## config.mk

```make
export PLATFORM = sky130hd
export DESIGN_NAME = gpio_irq_port
export DESIGN_NICKNAME = d
export VERILOG_FILES = /design/src/rtl/gpio_irq_pkg.sv /design/src/rtl/gpio_sync.sv /design/src/rtl/gpio_regs.sv /design/src/rtl/gpio_detect.sv /design/src/rtl/gpio_irq_port.sv
export SDC_FILE = /design/constraint.sdc
export NUM_CORES = 1
export LEC_CHECK = 0
export ABC_AREA = 1
export BUFFER_PORTS_ARGS = -buffer_cell sky130_fd_sc_hd__buf_2
export CAP_MARGIN = 20
export CORE_MARGIN = 1.5
export CORE_UTILIZATION = 45
export CTS_BUF_LIST = sky130_fd_sc_hd__clkbuf_4
export CTS_CLUSTER_DIAMETER = 100
export DETAILED_ROUTE_END_ITERATION = 8
export GPL_TIMING_DRIVEN = 1
export PLACE_DENSITY = 0.67
export SYNTH_ARGS = -nofsm -noshare
export SYNTH_HDL_FRONTEND = slang
export SYNTH_SLANG_ARGS = --single-unit
```

## constraint.sdc

```tcl
create_clock -name clk_i -period 1.4 [get_ports clk_i]
set_clock_uncertainty 0.2 [all_clocks]
set_input_delay 0 -clock clk_i [delete_from_list [all_inputs] [get_ports clk_i]]
set_output_delay 0 -clock clk_i [all_outputs]
set_load 0.05 [all_outputs]
```

## src/rtl/gpio_irq_pkg.sv

```systemverilog
package gpio_irq_pkg;
  localparam int ADDR_W = 12;

  localparam logic [ADDR_W-1:0] OFS_DATA  = 12'h000;
  localparam logic [ADDR_W-1:0] OFS_DIR   = 12'h400;
  localparam logic [ADDR_W-1:0] OFS_SENSE = 12'h404;
  localparam logic [ADDR_W-1:0] OFS_BOTH  = 12'h408;
  localparam logic [ADDR_W-1:0] OFS_EVENT = 12'h40C;
  localparam logic [ADDR_W-1:0] OFS_MASK  = 12'h410;
  localparam logic [ADDR_W-1:0] OFS_RAW   = 12'h414;
  localparam logic [ADDR_W-1:0] OFS_MSK   = 12'h418;
  localparam logic [ADDR_W-1:0] OFS_CLR   = 12'h41C;

  typedef enum logic [3:0] {
    SEL_DATA, SEL_DIR, SEL_SENSE, SEL_BOTH, SEL_EVENT,
    SEL_MASK, SEL_RAW, SEL_MSK, SEL_CLR, SEL_NONE
  } reg_sel_e;

  function automatic reg_sel_e decode_addr(input logic [ADDR_W-1:0] a);
    case (a)
      OFS_DATA:  return SEL_DATA;
      OFS_DIR:   return SEL_DIR;
      OFS_SENSE: return SEL_SENSE;
      OFS_BOTH:  return SEL_BOTH;
      OFS_EVENT: return SEL_EVENT;
      OFS_MASK:  return SEL_MASK;
      OFS_RAW:   return SEL_RAW;
      OFS_MSK:   return SEL_MSK;
      OFS_CLR:   return SEL_CLR;
      default:   return SEL_NONE;
    endcase
  endfunction
endpackage

```

## src/rtl/gpio_sync.sv

```systemverilog
module gpio_sync #(
  parameter int W      = 32,
  parameter int STAGES = 2
) (
  input  logic         clk_i,
  input  logic         rst_ni,
  input  logic [W-1:0] d_i,
  output logic [W-1:0] q_o
);
  logic [STAGES-1:0][W-1:0] stage_q;

  genvar s;
  generate
    for (s = 0; s < STAGES; s++) begin : g_stage
      always_ff @(posedge clk_i or negedge rst_ni) begin
        if (!rst_ni) stage_q[s] <= '0;
        else if (s == 0) stage_q[s] <= d_i;
        else stage_q[s] <= stage_q[(s == 0) ? 0 : s-1];
      end
    end
  endgenerate

  assign q_o = stage_q[STAGES-1];
endmodule

```

## src/rtl/gpio_regs.sv

```systemverilog
module gpio_regs
  import gpio_irq_pkg::*;
#(
  parameter int N = 32
) (
  input  logic              clk_i,
  input  logic              rst_ni,
  input  logic              req_i,
  input  logic              we_i,
  input  logic [ADDR_W-1:0] addr_i,
  input  logic [N-1:0]      wdata_i,
  output logic [N-1:0]      rdata_o,
  input  logic [N-1:0]      sync_i,
  input  logic [N-1:0]      raw_i,
  input  logic [N-1:0]      masked_i,
  output logic [N-1:0]      data_o,
  output logic [N-1:0]      dir_o,
  output logic [N-1:0]      sense_o,
  output logic [N-1:0]      both_o,
  output logic [N-1:0]      event_o,
  output logic [N-1:0]      mask_o,
  output logic [N-1:0]      clr_o
);
  reg_sel_e sel;
  logic     wr;

  assign sel = decode_addr(addr_i);
  assign wr  = req_i && we_i;

  always_ff @(posedge clk_i or negedge rst_ni) begin
    if (!rst_ni) begin
      data_o  <= '0;
      dir_o   <= '0;
      sense_o <= '0;
      both_o  <= '0;
      event_o <= '0;
      mask_o  <= '0;
    end else if (wr) begin
      case (sel)
        SEL_DATA:  data_o  <= wdata_i;
        SEL_DIR:   dir_o   <= wdata_i;
        SEL_SENSE: sense_o <= wdata_i;
        SEL_BOTH:  both_o  <= wdata_i;
        SEL_EVENT: event_o <= wdata_i;
        SEL_MASK:  mask_o  <= wdata_i;
        default: ;
      endcase
    end
  end

  assign clr_o = (wr && sel == SEL_CLR) ? wdata_i : '0;

  always_comb begin
    rdata_o = '0;
    if (req_i && !we_i) begin
      case (sel)
        SEL_DATA:  rdata_o = (data_o & dir_o) | (sync_i & ~dir_o);
        SEL_DIR:   rdata_o = dir_o;
        SEL_SENSE: rdata_o = sense_o;
        SEL_BOTH:  rdata_o = both_o;
        SEL_EVENT: rdata_o = event_o;
        SEL_MASK:  rdata_o = mask_o;
        SEL_RAW:   rdata_o = raw_i;
        SEL_MSK:   rdata_o = masked_i;
        default:   rdata_o = '0;
      endcase
    end
  end

  // direction only moves on a direction write
  p_dir_hold_r2: assert property (@(posedge clk_i) disable iff (!rst_ni)
    !(wr && sel == SEL_DIR) |=> $stable(dir_o));

  // status addresses are read-only
  p_status_ro_r9: assert property (@(posedge clk_i) disable iff (!rst_ni)
    (wr && (sel == SEL_RAW || sel == SEL_MSK || sel == SEL_CLR))
      |=> $stable({data_o, dir_o, sense_o, both_o, event_o, mask_o}));
endmodule

```

## src/rtl/gpio_detect.sv

```systemverilog
module gpio_detect #(
  parameter int N = 32
) (
  input  logic         clk_i,
  input  logic         rst_ni,
  input  logic [N-1:0] sync_i,
  input  logic [N-1:0] sense_i,
  input  logic [N-1:0] both_i,
  input  logic [N-1:0] event_i,
  input  logic [N-1:0] clr_i,
  output logic [N-1:0] raw_o
);
  logic [N-1:0] prev_q;
  logic [N-1:0] latch_q;
  logic [N-1:0] hit;

  genvar i;
  generate
    for (i = 0; i < N; i++) begin : g_pin
      logic rise, fall, sel_edge;
      assign rise     = sync_i[i] & ~prev_q[i];
      assign fall     = ~sync_i[i] & prev_q[i];
      assign sel_edge = both_i[i] ? (rise | fall) : (event_i[i] ? rise : fall);
      assign hit[i]   = ~sense_i[i] & sel_edge;
      assign raw_o[i] = sense_i[i] ? (sync_i[i] ~^ event_i[i]) : latch_q[i];
    end
  endgenerate

  always_ff @(posedge clk_i or negedge rst_ni) begin
    if (!rst_ni) begin
      prev_q  <= '0;
      latch_q <= '0;
    end else begin
      prev_q  <= sync_i;
      latch_q <= (latch_q & ~clr_i) | hit;  // a fresh edge beats a clear
    end
  end

  p_edge_latch_r5: assert property (@(posedge clk_i) disable iff (!rst_ni)
    1'b1 |=> ((latch_q & $past(hit)) == $past(hit)));

  p_clear_r7: assert property (@(posedge clk_i) disable iff (!rst_ni)
    1'b1 |=> ((latch_q & $past(clr_i & ~hit)) == '0));
endmodule

```

## src/rtl/gpio_irq_port.sv

```systemverilog
module gpio_irq_port
  import gpio_irq_pkg::*;
#(
  parameter int N         = 32,
  parameter int SYNC_STGS = 2
) (
  input  logic              clk_i,
  input  logic              rst_ni,
  input  logic              req_i,
  input  logic              we_i,
  input  logic [ADDR_W-1:0] addr_i,
  input  logic [N-1:0]      wdata_i,
  output logic [N-1:0]      rdata_o,
  input  logic [N-1:0]      pin_i,
  output logic [N-1:0]      pin_o,
  output logic [N-1:0]      pin_oe_o,
  output logic [N-1:0]      irq_vec_o,
  output logic              irq_o
);
  logic [N-1:0] sync, raw, sense, both, evt, mask, clr;

  gpio_sync #(.W(N), .STAGES(SYNC_STGS)) i_sync (
    .clk_i(clk_i), .rst_ni(rst_ni), .d_i(pin_i), .q_o(sync)
  );

  gpio_regs #(.N(N)) i_regs (
    .clk_i(clk_i), .rst_ni(rst_ni), .req_i(req_i), .we_i(we_i),
    .addr_i(addr_i), .wdata_i(wdata_i), .rdata_o(rdata_o),
    .sync_i(sync), .raw_i(raw), .masked_i(irq_vec_o),
    .data_o(pin_o), .dir_o(pin_oe_o), .sense_o(sense), .both_o(both),
    .event_o(evt), .mask_o(mask), .clr_o(clr)
  );

  gpio_detect #(.N(N)) i_detect (
    .clk_i(clk_i), .rst_ni(rst_ni), .sync_i(sync), .sense_i(sense),
    .both_i(both), .event_i(evt), .clr_i(clr), .raw_o(raw)
  );

  assign irq_vec_o = raw & mask;
  assign irq_o     = |irq_vec_o;

  p_irq_any_r8: assert property (@(posedge clk_i) disable iff (!rst_ni)
    irq_o == ((raw & mask) != '0));

  p_reset_quiet_r10: assert property (@(posedge clk_i) disable iff (!rst_ni)
    $rose(rst_ni) |-> (pin_oe_o == '0 && !irq_o));
endmodule

```

# --- After elaboration in Yosys (flattened, before gate mapping) ---
# Cells that the tools add are included.
totals:
  in_bits: 80
  word_cells: 403
  ff_bits: 320
classes:
  reduce_logical: 13
  n_mux: 100
  eq_ne: 16
  bitwise_logic: 264
ops:
  columns: ["operator", "count"]
  rows:
  - ["$pmux 32 s8", 1]
  - ["$and 32x32->32", 4]
  - ["$and 1x1->1", 96]
  - ["$eq 12x11->1 const B", 8]
  - ["$mux 1", 96]
  - ["$not 1->1", 96]
  - ["$mux 32", 2]
  - ["$not 32->32", 2]
  - ["$or 32x32->32", 2]
  - ["$pmux 4 s9", 1]
  - ["$or 1x1->1", 32]
  - ["$reduce_or 32->1", 1]
  - ["$xnor 1x1->1", 32]
  - ["$eq 4x3->1 const B", 4]
  - ["$logic_not 12->1", 1]
  - ["$reduce_and 2->1", 6]
  - ["$eq 4x2->1 const B", 2]
  - ["$eq 4x1->1 const B", 1]
  - ["$eq 4x4->1 const B", 1]
  - ["$logic_not 4->1", 1]
  - ["$logic_and 1x1->1", 3]
  - ["$logic_not 1->1", 1]

# --- Depth between registers and ports, before layout ---
logic_depth:
  word_depth: 8
  ltp_mapped: 16

# --- Hierarchy ---
# A second synthesis with hierarchy kept.
unflattened:
  cells_unflattened: 2148
  area_unflattened_um2: 16851.2
modules_own_cells:
  columns: ["mod", "instances", "cells_per_inst", "area_each_um2"]
  rows:
  - ["gpio_regs", 1, 1316, 10084.7]
  - ["gpio_detect", 1, 641, 4568.1]
  - ["gpio_sync", 1, 96, 1841.8]
  - ["gpio_irq_port", 1, 95, 356.6]

# --- Least setup slack after synthesis ---
# OpenSTA, ideal clock, no wires.
synth_path:
  path_kind: "register to output"
  startpoint: "register i_regs.event_o[0]"
  endpoint: "output rdata_o[0]"
  path_stages_with_launch: 8
  arrival_time_ps: 2478
  t_required_ps: 1200
  slack_ps: -1278
  path_cell_list: "dfrtp_1 > inv_1 > nor2_1 > o21ai_0 > o21ai_0 > nor2_1 > a21oi_1 > a31oi_1"
synth_via:
  elab_chain_len: 5
synth_rtl:
  columns: ["element", "line_no", "source"]
  rows:
  - ["start: declaration", "gpio_regs.sv:20", "output logic [N-1:0] event_o,"]
  - ["start signal: assignment", "gpio_regs.sv:44", "SEL_EVENT: event_o <= wdata_i;"]
  - ["$xnor 1x1->1", "gpio_detect.sv:25", "assign raw_o[i] = sense_i[i] ? (sync_i[i] ~^ event_i[i]) : latch_q[i];"]
  - ["$mux 1", "gpio_detect.sv:25", null]
  - ["$and 32x32->32", "gpio_irq_port.sv:39", "assign irq_vec_o = raw & mask;"]
  - ["net irq_vec_o[0]", "gpio_irq_port.sv:17", "output logic [N-1:0] irq_vec_o,"]
  - ["$pmux 32 s8", "gpio_regs.sv:56", "case (sel)"]
  - ["$mux 32", "gpio_regs.sv:55", "if (req_i && !we_i) begin"]
  - ["end: declaration", "gpio_irq_port.sv:13", "output logic [N-1:0] rdata_o,"]
# The timed path passes the listed nets, and every way through them passes these cells.

# --- Final worst setup path ---
layout_path:
  startpoint: "register i_sync.stage_q (netlist bit i_sync.q_o[2])"
  endpoint: "output irq_o"
layout_via:
  elab_chain_len: 4
layout_rtl:
  columns: ["element", "line_no", "source"]
  rows:
  - ["start: declaration", "gpio_sync.sv:10", "logic [STAGES-1:0][W-1:0] stage_q;"]
  - ["start signal: indexed assignment", "gpio_sync.sv:17", "else if (s == 0) stage_q[s] <= d_i;"]
  - ["start signal: indexed assignment", "gpio_sync.sv:18", "else stage_q[s] <= stage_q[(s == 0) ? 0 : s-1];"]
  - ["$xnor 1x1->1", "gpio_detect.sv:25", null]
  - ["$mux 1", "gpio_detect.sv:25", null]
  - ["$and 32x32->32", "gpio_irq_port.sv:39", null]
  - ["$reduce_or 32->1", "gpio_irq_port.sv:40", "assign irq_o = |irq_vec_o;"]
  - ["end: declaration", "gpio_irq_port.sv:18", "output logic irq_o"]
# No other way between the ends.

==> reports/results.ini <==
[run_status]
outcome=finished, violations left
violations=negative hold slack, negative setup slack

[power_and_ir_drop]
power_density_nw_per_um2=729
ir_drop_mv=0.859
leakage_nw=12.6

[cts]
cts_made_buffers=87
cts_htree_levels=3
cts_root_buffer=clkbuf_4
clk_pin_slew_ns=0.08
cts_hold_buf=133
clk_path_buf_depth=3
cts_tree=done
clock_sinks=320
clk_latency_ns=0.81

[global_route]
overflow=0
antenna_found_initial=5
grt_max_degree=52
grt_pass1_wl_mm=94.8
track_usage=0.339
grt_pass1_vias=17900

[worst_setup_path]
r2r_start=i_detect.prev_q[18]
worstPathRequired_ns=1.20
arrival_ns=2.57
worstSetupStartpointType=flip-flop
cpMaxStageDelayCell=dfrtp_2
crit_family=simple AND/OR/NAND/NOR gates
crit_start=i_sync.q_o[2]
ff2ff_path_depth=6
cp.depth=11
cp_max_fo=3
critPathKind=flip-flop to output port
cp-endpoint=irq_o
r2r_end=i_detect.latch_q[18]
path_cells=inv_2, nor2_2, o21ai_2, o21ai_2, nor2_4, nor4_2, buf_4, nand2_2, nor2_2, nand2_2, buf_8
path_buf_inv=3
ff2ff_setup_slack_ns=-0.50
max_stage_delay_ns=0.43
critPathCaptureType=output port

[sta]
fmax_ghz=0.361
worstMarginPinSlew_ns=0.480
finalWorstSetupSlack_ns=-1.37
rsz0062_at_grt=yes
tns_ns=-79.65
period_minus_slack_ns=2.77
fin_crit_sh=1.98
finalSetupViolCount=189
hold_viol_final=3
whs_ns=-0.0749
slew-limit-headroom=0.678
timing.final.max_slew_violations=0

[synthesis]
synth_cells=1897
synth-compound-area-share=0.177
yosys.area.top_type=dfrtp_1
ys_seq_area_frac=0.508
ys_ff_latch=320
synth_top_area_frac=0.508
synthSimpleGateAreaFrac=0.180
synth_warnings=0
synthAdderAreaFrac=0.0508
synth_nets=2041
syn_area_um2=15800
synth_mux_area_frac=0
synth_edf_count=0
synth_top_family_by_area=simple AND/OR/NAND/NOR gates
synth.top_cells.by_area=dfrtp_1 (51%), o21ai_0 (12%), nand2_1 (11%)
synth_common_cells=nand2_1 (458), o21ai_0 (374), dfrtp_1 (320)
async_flop_share=1.00
synthDistinctLibCells=34
synth-xor-area-share=0.00611
yosysMostFrequentCell=nand2_1
synth.avg_cell_area_um2=8.31
ys.flop_type=dfrtp_1

[finish]
nets=2875
synthToLayoutAreaGrowth_pct=72.9
drive_gt1_frac=0.466
final_area_um2=27300
layoutNonFillerInstCount=3250
fill_cells=2033

[die]
die_y_um=190
core_um2=34500
row_count=68
fp.dieW_um=190
die-area_um2=36200
io_pins=209
start_util=0.456

[placed_design]
dp.cells=2882
port_buffers=208
dp_slack_ns=-0.902
place_congestion=0.905
place_area_um2=21200
hpwlAfterDp_mm=35.6

[job]
max-cap-violations=0

[route]
drtIter0Drc=1590
routedWlPerCell_um=20.6
routed_wirelength_mm=66.8
drc=0
via_per_inst=5.52
ant_nets=0
vias=17900
first_pass_iters=6

[worst_hold_path]
hold_path.class=primary input to flip-flop

report_power, final:
group	internal (mW)	switching (mW)	leakage (nW)
Sequential	9.40	0.140	4.06
Clock	4.27	4.30	0.642
Combinational	0.856	0.923	7.91
Total	14.5	5.36	12.6
cell type report:
| type | count | area [um2] | area share |
|---|---|---|---|
| multi-input cells | 1271 | 8600 | 0.315 |
| clock inverters | 24 | 123 | 0.00450 |
| clock buffers | 125 | 938 | 0.0344 |
| flip-flops and latches | 320 | 8030 | 0.294 |
| repair buffers | 807 | 8020 | 0.294 |
| inverters | 244 | 976 | 0.0358 |
| well taps | 455 | 569 | 0.0209 |
| diodes | 4 | 10.0 | 0.000367 |
worst min-delay path by stage:
stage | start | depth (start not counted) | end | slack, ns
after floorplan | rst_ni | 0 | i_detect.latch_q[0] | -0.50
after global placement | rst_ni | 1 | i_regs.data_o[6] | -0.26
after detailed placement | rst_ni | 1 | i_regs.data_o[6] | -0.27
after CTS | addr_i[10] | 9 | i_regs.both_o[19] | -0.14
after global routing | addr_i[10] | 9 | i_regs.both_o[19] | -0.09
final | addr_i[10] | 9 | i_regs.both_o[19] | -0.07
kinds of logic (layout without fill, tap and decap cells):
family	count (synthesis)	after routing
AO/OA/AOI/OAI	511	511
XOR/XNOR	11	11
adder cells (fa/ha/maj)	64	64
buffers and inverters	306	1200
flip-flops	320	320
other	0	4
AND/OR/NAND/NOR	685	685
metrics by stage:
| step | utilization | hold slack [ns] | total power [mW] |
|---|---|---|---|
| after detailed placement | 0.614 | -0.268 | 10.8 |
| after global routing | 0.789 | -0.0883 | 20.7 |
| after floorplan | - | -0.496 | 10.1 |
| final | 0.789 | -0.0749 | 19.9 |
| after CTS | 0.750 | -0.140 | 19.5 |
| after global placement | 0.614 | -0.265 | 10.7 |
tightest hold or removal path: stages:
cell	delay [ns]
buf_2	0.13
nand2_4	0.08
nor2_4	0.06
nand2_1	0.08
inv_2	0.06
buf_12	0.16
nand2_4	0.13
nand2_1	0.08
o21ai_1	0.06
cells in the final DEF (no fill, tap or decap), drive strengths merged:
cell type and instances:
buf 674, nand2 489, o21ai 415, dfrtp 320, inv 243, nor2 146, dlygate4sd3 132, clkbuf 125
ha 64, a21oi 42, nand3 31, clkinv 21, a22o 19, o22ai 16, a31oi 15, xor2 11
nand4 9, nor4 9, diode 4, clkinvlp 3, o211ai 2, a211oi 1, o31ai 1, nor3 1
bufinv 1, dlymetal6s4s 1
repair_timing:
item                                   4_1_cts  5_1_grt
pin swaps                                  151      191
endpoints found under the hold margin      576        8
setup endpoints to repair                  183      213
buffers inserted                            87       94
gates resized for setup                    620      354
flip-flops by register name (all words and copies together), names as in the netlist:
name	flops
i_sync.stage_q	32
i_detect.prev_q	32
i_regs.mask_o	32
i_regs.event_o	32
i_regs.data_o	32
i_sync.q_o	32
i_regs.both_o	32
i_regs.dir_o	32
i_detect.latch_q	32
i_regs.sense_o	32
per-layer routing:
layer	vias up	part of all wire	track usage
met3	352	0.086	0.0721
met4	2	0.064	0.215
met1	8592	0.37	0.401
li1	7899	-	-
met5	-	0.00013	0
met2	1093	0.48	0.562
No activity file was read; power rests on OpenSTA's default activity.
